**config.mk**
```make
export PLATFORM = sky130hd
export DESIGN_NAME = dsl_diag_reg
export DESIGN_NICKNAME = d
export VERILOG_FILES = /design/src/rtl/dsl_diag_pkg.sv /design/src/rtl/dsl_diag_store.sv /design/src/rtl/dsl_diag_policy.sv /design/src/rtl/dsl_diag_route.sv /design/src/rtl/dsl_diag_reg.sv
export SDC_FILE = /design/constraint.sdc
export NUM_CORES = 1
export LEC_CHECK = 0
export ABC_AREA = 1
export BUFFER_PORTS_ARGS = -buffer_cell sky130_fd_sc_hd__buf_2
export CORE_MARGIN = 5
export CORE_UTILIZATION = 39
export CTS_BUF_LIST = sky130_fd_sc_hd__clkbuf_4 sky130_fd_sc_hd__clkbuf_8 sky130_fd_sc_hd__clkbuf_16
export DETAILED_ROUTE_END_ITERATION = 16
export PLACE_DENSITY = 0.81
export SLEW_MARGIN = 40
export SYNTH_ARGS = -nofsm -noshare
export SYNTH_HDL_FRONTEND = slang
export SYNTH_SLANG_ARGS = --single-unit
```
**constraint.sdc**
```tcl
create_clock -name clk -period 4.6 [get_ports clk]
set_input_delay 0.69 -clock clk [delete_from_list [all_inputs] [get_ports clk]]
set_output_delay 0.69 -clock clk [all_outputs]
set_load 0.01 [all_outputs]
```
**src/rtl/dsl_diag_pkg.sv**
```systemverilog
package dsl_diag_pkg;
  localparam int REG_W = 8;

  typedef enum logic [1:0] {
    LB_NONE = 2'b00,  // normal path
    LB_SYS  = 2'b01,  // system input to system output
    LB_LINE = 2'b10,  // line transmit into line receive
    LB_ECHO = 2'b11   // system output back into system input
  } lb_mode_e;

  // selector bits {bit1, bit0} that address this register
  localparam logic [1:0] SEL_CODE = 2'b10;

  function automatic logic addr_hit(input logic [1:0] sel);
    return sel == SEL_CODE;
  endfunction

  function automatic logic dflt_pattern(input logic [3:0] hi);
    return &hi;
  endfunction

  // loopback directions that the current role forbids
  function automatic logic lb_forbidden(input lb_mode_e m, input logic master);
    return (m == LB_LINE && !master) || (m == LB_ECHO && master);
  endfunction
endpackage

```
**src/rtl/dsl_diag_store.sv**
```systemverilog
module dsl_diag_store
  import dsl_diag_pkg::*;
#(
  parameter int W = REG_W
) (
  input  logic         clk,
  input  logic         rst_n,
  input  logic         wr_en,
  input  logic [W-1:0] wr_data,
  output logic [W-1:0] cfg_q,
  output logic         wr_hit
);
  assign wr_hit = wr_en && addr_hit(wr_data[1:0]);

  always_ff @(posedge clk or negedge rst_n) begin
    if (!rst_n)      cfg_q <= '0;
    else if (wr_hit) cfg_q <= wr_data;
  end
endmodule

```
**src/rtl/dsl_diag_policy.sv**
```systemverilog
module dsl_diag_policy
  import dsl_diag_pkg::*;
(
  input  logic       [7:2] cfg,
  input  logic             master_mode,
  input  logic             rate_strap,
  output lb_mode_e         eff_lb,
  output logic             loop_err,
  output logic             unsync,
  output logic             line_off,
  output logic             swap,
  output logic             dflt_on,
  output logic             rate_hi
);
  lb_mode_e req_lb;
  logic     refused;

  assign req_lb  = lb_mode_e'({cfg[2], cfg[3]});
  assign dflt_on = dflt_pattern(cfg[7:4]);
  assign refused = lb_forbidden(req_lb, master_mode);

  always_comb begin
    eff_lb   = LB_NONE;
    loop_err = 1'b0;
    unsync   = 1'b0;
    line_off = 1'b0;
    swap     = 1'b0;
    rate_hi  = 1'b0;
    if (dflt_on) begin
      rate_hi = rate_strap;
    end else begin
      loop_err = refused;
      eff_lb   = refused ? LB_NONE : req_lb;
      unsync   = cfg[4];
      line_off = cfg[6];
      swap     = cfg[5] && master_mode;
    end
  end
endmodule

```
**src/rtl/dsl_diag_route.sv**
```systemverilog
module dsl_diag_route
  import dsl_diag_pkg::*;
#(
  parameter int DATA_W = 8
) (
  input  lb_mode_e              eff_lb,
  input  logic                  line_off,
  input  logic                  unsync,
  input  logic     [DATA_W-1:0] sys_in,
  input  logic     [DATA_W-1:0] line_rx_in,
  input  logic                  sync_in,
  output logic     [DATA_W-1:0] sys_out,
  output logic     [DATA_W-1:0] line_tx_out,
  output logic                  line_bias,
  output logic                  sync_out
);
  logic [DATA_W-1:0] tx_src;

  assign line_bias = line_off || (eff_lb == LB_LINE);
  assign sync_out  = sync_in && !unsync;

  always_comb begin
    case (eff_lb)
      LB_SYS, LB_LINE: sys_out = sys_in;
      default:         sys_out = line_rx_in;
    endcase
    tx_src = (eff_lb == LB_ECHO) ? line_rx_in : sys_in;
  end

  // per-bit gating toward the line driver
  for (genvar i = 0; i < DATA_W; i++) begin : g_tx
    assign line_tx_out[i] = tx_src[i] && !line_bias;
  end
endmodule

```
**src/rtl/dsl_diag_reg.sv**
```systemverilog
module dsl_diag_reg
  import dsl_diag_pkg::*;
#(
  parameter int DATA_W = 8
) (
  input  logic              clk,
  input  logic              rst_n,
  input  logic              wr_en,
  input  logic [7:0]        wr_data,
  input  logic              master_mode,
  input  logic              rate_strap,
  input  logic [DATA_W-1:0] sys_in,
  input  logic [DATA_W-1:0] line_rx_in,
  input  logic              sync_in,
  output logic [DATA_W-1:0] sys_out,
  output logic [DATA_W-1:0] line_tx_out,
  output logic              line_bias,
  output logic              sync_out,
  output logic              poly_swap,
  output logic              loop_err,
  output logic              dflt_active,
  output logic              dflt_rate_hi,
  output logic [7:0]        rd_data
);
  logic [REG_W-1:0] cfg_q;
  logic             wr_hit;
  lb_mode_e         eff_lb;
  logic             unsync, line_off;

  dsl_diag_store #(.W(REG_W)) u_store (
    .clk(clk), .rst_n(rst_n), .wr_en(wr_en), .wr_data(wr_data),
    .cfg_q(cfg_q), .wr_hit(wr_hit)
  );

  dsl_diag_policy u_policy (
    .cfg(cfg_q[REG_W-1:2]), .master_mode(master_mode), .rate_strap(rate_strap),
    .eff_lb(eff_lb), .loop_err(loop_err), .unsync(unsync), .line_off(line_off),
    .swap(poly_swap), .dflt_on(dflt_active), .rate_hi(dflt_rate_hi)
  );

  dsl_diag_route #(.DATA_W(DATA_W)) u_route (
    .eff_lb(eff_lb), .line_off(line_off), .unsync(unsync),
    .sys_in(sys_in), .line_rx_in(line_rx_in), .sync_in(sync_in),
    .sys_out(sys_out), .line_tx_out(line_tx_out),
    .line_bias(line_bias), .sync_out(sync_out)
  );

  assign rd_data = cfg_q;
endmodule

```
==> results of run 1 <==
==> power by group through the flow <==
stage | clock network [mW] | registers [mW] | logic, mW
4_1_cts | 0.0547 | 0.0889 | 0.160
5_1_grt | 0.0597 | 0.0903 | 0.178
3_3_place_gp | 0 | 0.0893 | 0.156
6_report | 0.0537 | 0.0890 | 0.159
2_1_floorplan | 0 | 0.0922 | 0.0898
3_5_place_dp | 0 | 0.0899 | 0.159
==> cell families (layout without fill, tap and decap cells) <==
group                    after synthesis  in the layout  synth area share, %
adder cells (fa/ha/maj)                2              2                 3.71
AND/OR/NAND/NOR                       56             56                 34.3
flip-flops                             8              8                 29.7
AO/OA/AOI/OAI                         21             21                 16.5
buffers and inverters                 23             81                 15.8
==> routing by layer <==
| layer | global-route usage (%) | vias to the layer above | share of wire (%) |
|---|---|---|---|
| met1 | 18.8 | 378 | 39 |
| met2 | 28.4 | 39 | 49 |
| li1 | - | 450 | - |
| met4 | 9.17 | 0 | 2.8 |
| met3 | 2.87 | 6 | 8.6 |
| met5 | 0 | - | 0 |
==> metrics by stage <==
stage	setup slack, ns	hold WS, ns
final	1.79	0.265
after global routing	1.50	0.267
after CTS	1.78	0.265
after detailed placement	1.79	0.471
after global placement	1.86	0.446
after floorplan	2.15	0.394
==> worst max-delay path, stage by stage <==
cell     delay [ns]
buf_2          0.12
inv_1          0.05
nand2_1        0.05
nand2_1        0.06
nand2_1        0.04
nor2_1         0.15
ha_1           0.52
nor2_1         0.10
a21oi_1        0.14
nor2_1         0.06
buf_2          0.14
==> final timing paths <==
kind | startpoint | slack [ns] | depth (start not counted) | endpoint
setup reg to reg | u_store.cfg_q[1] | 3.82 | 1 | u_store.cfg_q[1]
setup / recovery | master_mode | 1.79 | 11 | line_tx_out[7]
hold / removal | rst_n | 0.26 | 1 | u_store.cfg_q[1]
min in group clk | u_store.cfg_q[1] | 0.48 | 1 | u_store.cfg_q[1]
max in group asynchronous | rst_n | 4.17 | 1 | u_store.cfg_q[7]
hold reg to reg | u_store.cfg_q[1] | 0.48 | 1 | u_store.cfg_q[1]
==> layout by cell type, fill, tap and decap left out, drive strengths merged <==
master | synthesis | final
or2 | 1 | 1
inv | 19 | 19
dfrtp | 8 | 8
o21ai | 11 | 11
nand3 | 1 | 1
nand4 | 1 | 1
nand2 | 31 | 31
clkbuf | 0 | 3
nor2 | 22 | 22
ha | 2 | 2
o21bai | 1 | 1
a21oi | 9 | 9
buf | 4 | 59
==> area by class of cell <==
type / count / area (um^2) / share of cell area, %
Inverter: 19 / 71.3 / 7.29
Clock buffer: 3 / 22.5 / 2.30
Multi-Input combinational cell: 79 / 368 / 37.6
Sequential cell: 8 / 200 / 20.5
Timing Repair Buffer: 59 / 295 / 30.2
Tap cell: 17 / 21.3 / 2.17
==> synthesized netlist by cell type <==
cell type	number	share of area, %
dfrtp_1	8	30
or2_2	1	0.93
nor2_1	19	11
o21ai_1	1	0.74
buf_4	1	1.1
buf_2	1	0.74
buf_6	2	3.3
nand3_1	1	0.74
nand4_1	1	0.93
nand2_1	30	17
a21oi_1	9	6.7
o21bai_2	1	1.7
nand2_4	1	1.7
nor2_2	3	2.8
ha_1	2	3.7
inv_1	19	11
o21ai_0	10	7.4
==> metrics, run 1 <==
Final min period=2.81 ns; IR drop worst, VDD=0.000151 V; unrepaired setup endpoints after global routing=no; Detailed Place HPWL=1690 um; clock power share=17.8%; Slew Limit Fails=0; Final period util=61.0%; synthesized area=674 um^2; sequential share of the synthesized area=a little under 30%; Crit Path Max Fanout=16; total of max-cap violations=0; Slew @ Worst Pin=0.536 ns; Yosys cell types=17; Tot Pwr=between 0.3 and 0.4 mW; kind of critical path=in -> out; crit path launch type=primary input; Longest Clk Path Bufs=2; Via-to-Cell Ratio=4.72; Clk pin slew, worst setup/hold paths=0.05 ns; chip height=51.6 um; PortBufs=59; Worst-Skew Late Latency=0.25 ns; Post-DP Area=956 um^2; Crit path arrival time=2.12 ns; CTS Sinks=8; Int Pwr=0.174 mW; Final Hold Vio Count=0; setup violators final=0; DIE AREA=roughly 2700 um^2; WL final=about 2000 um; Hold Path Class=in -> async; Post-route DRC=0; post_cts resized=0; total grt overflow=0; Avg Inst Size Synth=6.13 um^2; initial antenna violation count=0; CTS root buf=clkbuf_4; H-tree depth=1; Setup Skew=0 ns; combinational share of power=approximately 53%; Post-Layout Inst Area=978 um^2; sw power=0.127 mW; DIE WIDTH=51.6 um; setup TNS=0 ns; diode count=0; CTS tree=yes; first-pass GRT wire length=3400 um; biggest regs=u_store.cfg_q: 8 flops; register with the most flip-flops=u_store.cfg_q; I/O pins=60; Synthesized Nets=142; CTS Hold Bufs=0; Core Util, Final=57.9%; standard-cell rows=15; fin nets=between 200 and 250; post-synthesis cell count=between 100 and 150; worst path required time=~3.9 ns; Fillers=171; number of routed nets with antenna violations=0; initial detailed-routing violation count=7; Pleak=about 0.63 nW; sequential share of power=29.5%; Area Overhead vs Synth=45.1%; drt wl/cell=10.8 um; dpl cells=182; largest net degree at the start of global routing=17; number of post-CTS setup repair buffers=0; max reg flops=8; Seq cells post-synth=8; vias=873; share of cells above drive strength 1=40.5%; initial core utilization=39.9%; maximum clock rate=roughly 0.36 GHz; headroom to the max-slew limit=between 60% and 70%; P per Cell Area=308 nW/um^2; placer congestion estimate=0.804; CP endpoint kind=primary output; total track usage=around 16%; Ys Warns=0; outcome=finished, final reports clean; vias in the first global route=830; TritonCTS buffer count=3; fin cells=185; drt pass-1 iters=4; core area=between 1500 and 2000 um^2; sw frac=42.3%
Note: power is estimated with default switching activity, not from simulation.
==> inputs of run 2 (changes only) <==
--- a/config.mk
+++ b/config.mk
@@ -8,10 +8,10 @@
 export ABC_AREA = 1
 export BUFFER_PORTS_ARGS = -buffer_cell sky130_fd_sc_hd__buf_2
 export CORE_MARGIN = 5
-export CORE_UTILIZATION = 39
+export CORE_UTILIZATION = 33
 export CTS_BUF_LIST = sky130_fd_sc_hd__clkbuf_4 sky130_fd_sc_hd__clkbuf_8 sky130_fd_sc_hd__clkbuf_16
 export DETAILED_ROUTE_END_ITERATION = 16
-export PLACE_DENSITY = 0.81
+export PLACE_DENSITY = 0.73
 export SLEW_MARGIN = 40
 export SYNTH_ARGS = -nofsm -noshare
 export SYNTH_HDL_FRONTEND = slang
==> constraint.sdc (replaced) <==
create_clock -name clk -period 2.3 [get_ports clk]
set_input_delay 0.345 -clock clk [delete_from_list [all_inputs] [get_ports clk]]
set_output_delay 0.345 -clock clk [all_outputs]
set_load 0.01 [all_outputs]
==> run 2 against run 1 <==
Die area is 15% higher. Worst setup slack worse by 1.6 ns. Critical path depth stayed put. Critical endpoint is now line_tx_out[6]. Sequential share of layout area is 1.7 points lower. Critical path type is now reg -> out. Sequential cell count stayed put. Final cell count is 8.1% higher. Core utilization is 3.4 points lower. Clock skew stayed put. Routed wire length is 4.9% higher. Sequential power is 97% higher.
==> metrics, run 2 (same netlist as run 1, synthesis figures left out) <==
Final period util=between 90 and 100%; vias in the first global route=850 (+2.4%); Final Hold Vio Count=0 (unchanged); Clk pin slew, worst setup/hold paths=0.05 ns (about the same); Slew Limit Fails=0 (unchanged); placer congestion estimate=0.819 (+1.8%); Post-DP Area=976 um^2 (+2.1%); Detailed Place HPWL=1660 um (-1.8%); Crit Path Max Fanout=8 (-8); Hold Path Origin=wr_data[2]; Area Overhead vs Synth=58.6%; Setup Skew=0 ns (unchanged); slowest stage cell, crit path=dfrtp_1; H-tree depth=1 (unchanged); WL final=2100 um (+4.9%); r2r startpoint=u_store.cfg_q[1]; Worst-Skew Late Latency=0.25 ns (about the same); total track usage=13.3% (-3.1 points); WHS Endpoint=u_store.cfg_q[2]; initial antenna violation count=0 (unchanged); register with the most flip-flops=u_store.cfg_q; crit path cell chain=inv_1 > nand2_1 > nand2_1 > nand2_1 > nor2_4 > ha_4 > buf_6 > nor2_1 > a21oi_1 > nor2_1 > buf_2; crit path launch type=flip-flop; Post-Layout Inst Area=1070 um^2 (+9.3%); biggest regs=u_store.cfg_q: 8 flops; dpl ws=0.271 ns (-1.52 ns); initial core utilization=34.4% (-5.6 points); number of routed nets with antenna violations=0 (unchanged); TritonCTS buffer count=3 (unchanged); cell repeated most along the worst path=nand2_1; vias=892 (+2.2%); total grt overflow=0 (unchanged); Hold Path Stages=3; share of cells above drive strength 1=44.5% (+4.0 points); Slew @ Worst Pin=0.419 ns (-0.117 ns); final worst slack=0.198 ns (-1.59 ns); drt pass-1 iters=4 (unchanged); largest net degree at the start of global routing=17 (unchanged); core area=1960 um^2 (+16%); most common cell after layout, fill and taps aside=buf_2; CTS tree=yes; first-pass GRT wire length=3440 um (+1.0%); max reg flops=8 (unchanged); dpl cells=193 (+6.0%); most frequent cells in the layout=buf_2, nand2_1, inv_1, nor2_1, o21ai_0; crit-path leading delay family=simple AND/OR/NAND/NOR gates; Longest Clk Path Bufs=2 (unchanged); headroom to the max-slew limit=72.0% (+7.8 points); outcome=finished, final reports clean; Via-to-Cell Ratio=4.46 (-5.5%); standard-cell rows=16 (+1); Crit path arrival time=1.76 ns (-0.36 ns); worst path required time=1.96 ns (-1.95 ns); CP Buf/Inv Count=3 (unchanged); Pleak=0.653 nW (+3.2%); Tot Pwr=0.631 mW (+110%); CTS root buf=clkbuf_4; CP endpoint kind=primary output; DIE AREA=3050 um^2 (+15%); total of max-cap violations=0 (unchanged); PortBufs=59 (unchanged); CTS Sinks=8 (unchanged); Hold Path Class=in -> reg; R2R depth=1 (unchanged); reg2reg end=u_store.cfg_q[1]; chip height=55.2 um (+7.0%); diode count=0 (unchanged); I/O pins=60 (unchanged); IR drop worst, VDD=0.000370 V (+140%); kind of critical path=reg -> out; P per Cell Area=590 nW/um^2 (+92%); setup slack, reg-to-reg=1.51 ns (-2.31 ns); setup violators final=0 (unchanged); fin nets=207 (+2.5%); fin cells=200 (+8.1%); max incr delay on CP=0.38 ns (-0.14 ns); Final min period=2.10 ns; Core Util, Final=54.5% (-3.4 points); DIE WIDTH=55.2 um (+7.0%); maximum clock rate=0.476 GHz; Post-route DRC=0 (unchanged); drt wl/cell=10.5 um (-3.0%); initial detailed-routing violation count=21 (+14)
## run 2: how the worst max path moves through the flow
stage,from,endpoint,slack (ns),cells after the start
after global placement,master_mode,sys_out[3],0.39,9
after global routing,u_store.cfg_q[3],line_tx_out[3],-0.001,11
after detailed placement,u_store.cfg_q[4],sys_out[4],0.27,7
final,u_store.cfg_q[3],line_tx_out[6],0.20,11
after CTS,u_store.cfg_q[4],sys_out[4],0.08,7
after floorplan,u_store.cfg_q[4],sys_out[5],0.32,6
## run 2: per-layer routing
| metal | global-route usage (%) | wire length [um] | vias to the layer above | part of all wire, % |
|---|---|---|---|---|
| met5 | 0 | 0 | - | 0 |
| met1 | 15.0 | 866 | 388 | 41 |
| met4 | 5.21 | 0 | 0 | 0 |
| met2 | 22.6 | 995 | 41 | 47 |
| met3 | 4.90 | 234 | 0 | 11 |
| li1 | - | - | 463 | - |
## run 2: worst min-delay path: cells and delay by family
| kind | cells | cell delay, ns |
|---|---|---|
| AND/OR/NAND/NOR | 2 | 0.09 |
| buffers and inverters | 1 | 0.07 |
## run 2: what timing repair did
| item | CTS | global route |
|---|---|---|
| hold endpoints to repair | 8 | 0 |
| endpoints found under the setup margin | 1 | 16 |
| gates resized for setup | 1 | 9 |
| hold buffers | 1 | 0 |
| cloned | 0 | 1 |
| setup buffers | 0 | 2 |
| pin swaps | 0 | 2 |
## run 2: layout make-up
| type | count | area (um^2) |
|---|---|---|
| flip-flops and latches | 8 | 200 |
| repair buffers | 64 | 339 |
| well taps | 27 | 33.8 |
| multi-input cells | 79 | 403 |
| inverters | 19 | 71.3 |
| clock buffers | 3 | 22.5 |
| fillers | 217 | 892 |
## run 2: stage by stage
stage	hold WS, ns	TNS, ns
after global routing	0.287	-0.00138
after detailed placement	0.202	0
final	0.291	0
after global placement	0.194	0
after floorplan	0.0494	0
after CTS	0.287	0
## run 2: where the power goes
part,internal [mW],leakage [nW],switching (mW)
registers,0.158,0.0970,0.0168
clock network,0.0597,0.0138,0.0468
logic,0.150,0.542,0.199
==> inputs of run 3 (changes only) <==
--- a/config.mk
+++ b/config.mk
@@ -8,10 +8,10 @@
 export ABC_AREA = 1
 export BUFFER_PORTS_ARGS = -buffer_cell sky130_fd_sc_hd__buf_2
 export CORE_MARGIN = 5
-export CORE_UTILIZATION = 33
+export CORE_UTILIZATION = 39
 export CTS_BUF_LIST = sky130_fd_sc_hd__clkbuf_4 sky130_fd_sc_hd__clkbuf_8 sky130_fd_sc_hd__clkbuf_16
 export DETAILED_ROUTE_END_ITERATION = 16
-export PLACE_DENSITY = 0.73
+export PLACE_DENSITY = 0.81
 export SLEW_MARGIN = 40
 export SYNTH_ARGS = -nofsm -noshare
 export SYNTH_HDL_FRONTEND = slang
==> constraint.sdc (replaced) <==
create_clock -name clk -period 2.65 [get_ports clk]
set_input_delay 0.3975 -clock clk [delete_from_list [all_inputs] [get_ports clk]]
set_output_delay 0.3975 -clock clk [all_outputs]
set_load 0.01 [all_outputs]
==> run 3 against run 2 <==
Sequential cell count is the same. Clock skew is the same. Sequential share of layout area grew 1.4 points. Largest cell class unchanged. Critical path depth shrank 3. Design area shrank 7.1%. Clock-buffer cell count is the same. Clock power shrank 14%. Via count shrank 1.6%. Die area shrank 13%.
==> metrics, run 3 (same netlist as run 1, synthesis figures left out) <==
Hold Path Class=in -> reg; WL final=2010 um (-4.3%); initial antenna violation count=0 (unchanged); Post-DP Area=956 um^2 (-2.1%); DIE AREA=2660 um^2 (-13%); CP endpoint kind=primary output; Slew Limit Fails=0 (unchanged); Crit Path Max Fanout=16 (+8); fin nets=203 (-1.9%); Final min period=2.33 ns; dpl cells=182 (-5.7%); vias in the first global route=914 (+7.5%); drt pass-1 iters=4 (unchanged); Detailed Place HPWL=1700 um (+2.1%); TritonCTS buffer count=3 (unchanged); share of cells above drive strength 1=41.4% (-3.1 points); Crit path arrival time=1.94 ns (+0.18 ns); Tot Pwr=0.524 mW (-17%); CTS tree=yes; initial core utilization=39.9% (+5.6 points); Pleak=0.633 nW (-3.1%); drt wl/cell=10.8 um (+2.9%); setup violators final=0 (unchanged); most common cell after layout, fill and taps aside=buf_2; crit path launch type=flip-flop; Longest Clk Path Bufs=2 (unchanged); number of routed nets with antenna violations=0 (unchanged); Final Hold Vio Count=0 (unchanged); Area Overhead vs Synth=47.3%; setup TNS=0 ns (unchanged); CTS Sinks=8 (unchanged); Clk pin slew, worst setup/hold paths=0.05 ns (about the same); I/O pins=60 (unchanged); number of post-CTS setup repair buffers=0 (unchanged); total track usage=16.9% (+3.6 points); most frequent cells in the layout=buf_2, nand2_1, inv_1, nor2_1, o21ai_0; vias=878 (-1.6%); maximum clock rate=0.429 GHz; initial detailed-routing violation count=12 (-43%); total grt overflow=0 (unchanged); DIE WIDTH=51.6 um (-6.6%); chip height=51.6 um (-6.6%); P per Cell Area=528 nW/um^2 (-11%); Final period util=between 80 and 90%; register with the most flip-flops=u_store.cfg_q; kind of critical path=reg -> out; Post-Layout Inst Area=993 um^2 (-7.1%); standard-cell rows=15 (-1); total of max-cap violations=0 (unchanged); Setup Skew=0 ns (unchanged); Worst-Skew Late Latency=0.25 ns (about the same); dpl ws=0.420 ns (+0.149 ns); fin cells=186 (-7.0%); Fillers=173 (-20%); largest net degree at the start of global routing=17 (unchanged); unrepaired setup endpoints after global routing=no; worst path required time=2.25 ns (+0.29 ns); max reg flops=8 (unchanged); final worst slack=0.316 ns (+0.118 ns); Slew @ Worst Pin=0.379 ns (-0.0403 ns); placer congestion estimate=0.804 (-1.8%); core area=1690 um^2 (-14%); H-tree depth=1 (unchanged); first-pass GRT wire length=3600 um (+4.8%); PortBufs=59 (unchanged); outcome=finished, final reports clean; Post-route DRC=0 (unchanged); IR drop worst, VDD=0.000339 V (-8.4%); Via-to-Cell Ratio=4.72 (+5.8%); diode count=0 (unchanged); biggest regs=u_store.cfg_q: 8 flops; CTS root buf=clkbuf_4; headroom to the max-slew limit=74.7% (+2.7 points)
==> run 3: cell types whose count changed in the layout (fill, tap and decap cells not counted), sizes merged <==
cell,before,now
clkbuf,4,3
buf,62,59
==> run 3: path summary, 6_finish.rpt <==
check / start / slack, ns / endpoint / cells after the start
setup / recovery: u_store.cfg_q[4] / 0.32 / line_tx_out[7] / 8
hold / removal: wr_data[2] / 0.34 / u_store.cfg_q[2] / 3
setup reg to reg: u_store.cfg_q[1] / 1.86 / u_store.cfg_q[1] / 1
hold reg to reg: u_store.cfg_q[1] / 0.48 / u_store.cfg_q[1] / 1
max in group asynchronous: rst_n / 1.96 / u_store.cfg_q[6] / 2
min in group asynchronous: rst_n / 0.53 / u_store.cfg_q[1] / 2
==> run 3: critical path, cell delays in order (launching register included) <==
cell	delay, ns
dfrtp_1	0.42
nand4_1	0.19
inv_1	0.11
nor2_1	0.16
ha_2	0.39
nor2_1	0.09
a21oi_1	0.13
nor2_1	0.06
buf_2	0.14
==> run 3: final cells by class <==
cell class,instances,area (um^2),share of cell area [%]
Clock buffer,3,22.5,2.27
Timing Repair Buffer,60,305,30.7
Sequential cell,8,200,20.2
Multi-Input combinational cell,79,373,37.5
Tap cell,17,21.3,2.14
Inverter,19,71.3,7.18
==> run 3: per-stage QoR <==
step           utilization [%]  hold WS (ns)
2_1_floorplan                -         0.102
3_3_place_gp              56.6         0.245
3_5_place_dp              56.6         0.244
4_1_cts                   58.5         0.338
5_1_grt                   58.8         0.347
6_report                  58.8         0.343
==> run 3: report_power, final <==
| part | total, mW | internal (mW) | switching (mW) |
|---|---|---|---|
| clock | 0.0914 | 0.0517 | 0.0397 |
| sequential | 0.154 | 0.138 | 0.0167 |
| combinational | 0.279 | 0.116 | 0.163 |
| total | 0.524 | 0.305 | 0.219 |
==> run 3: timing repair <==
item	4_1_cts	5_1_grt
hold buffers	1	0
endpoints found under the setup margin	0	7
hold endpoints to repair	8	0
resized for setup	0	2
==> run 3: metal layers <==
metal  routed length [um]  GRT usage, %  vias to the layer above
met5                    0             0                        -
met4                   30          6.55                        0
met3                  173          2.87                        4
met2                 1050          31.6                       35
met1                  755          18.8                      386
li1                     -             -                      453
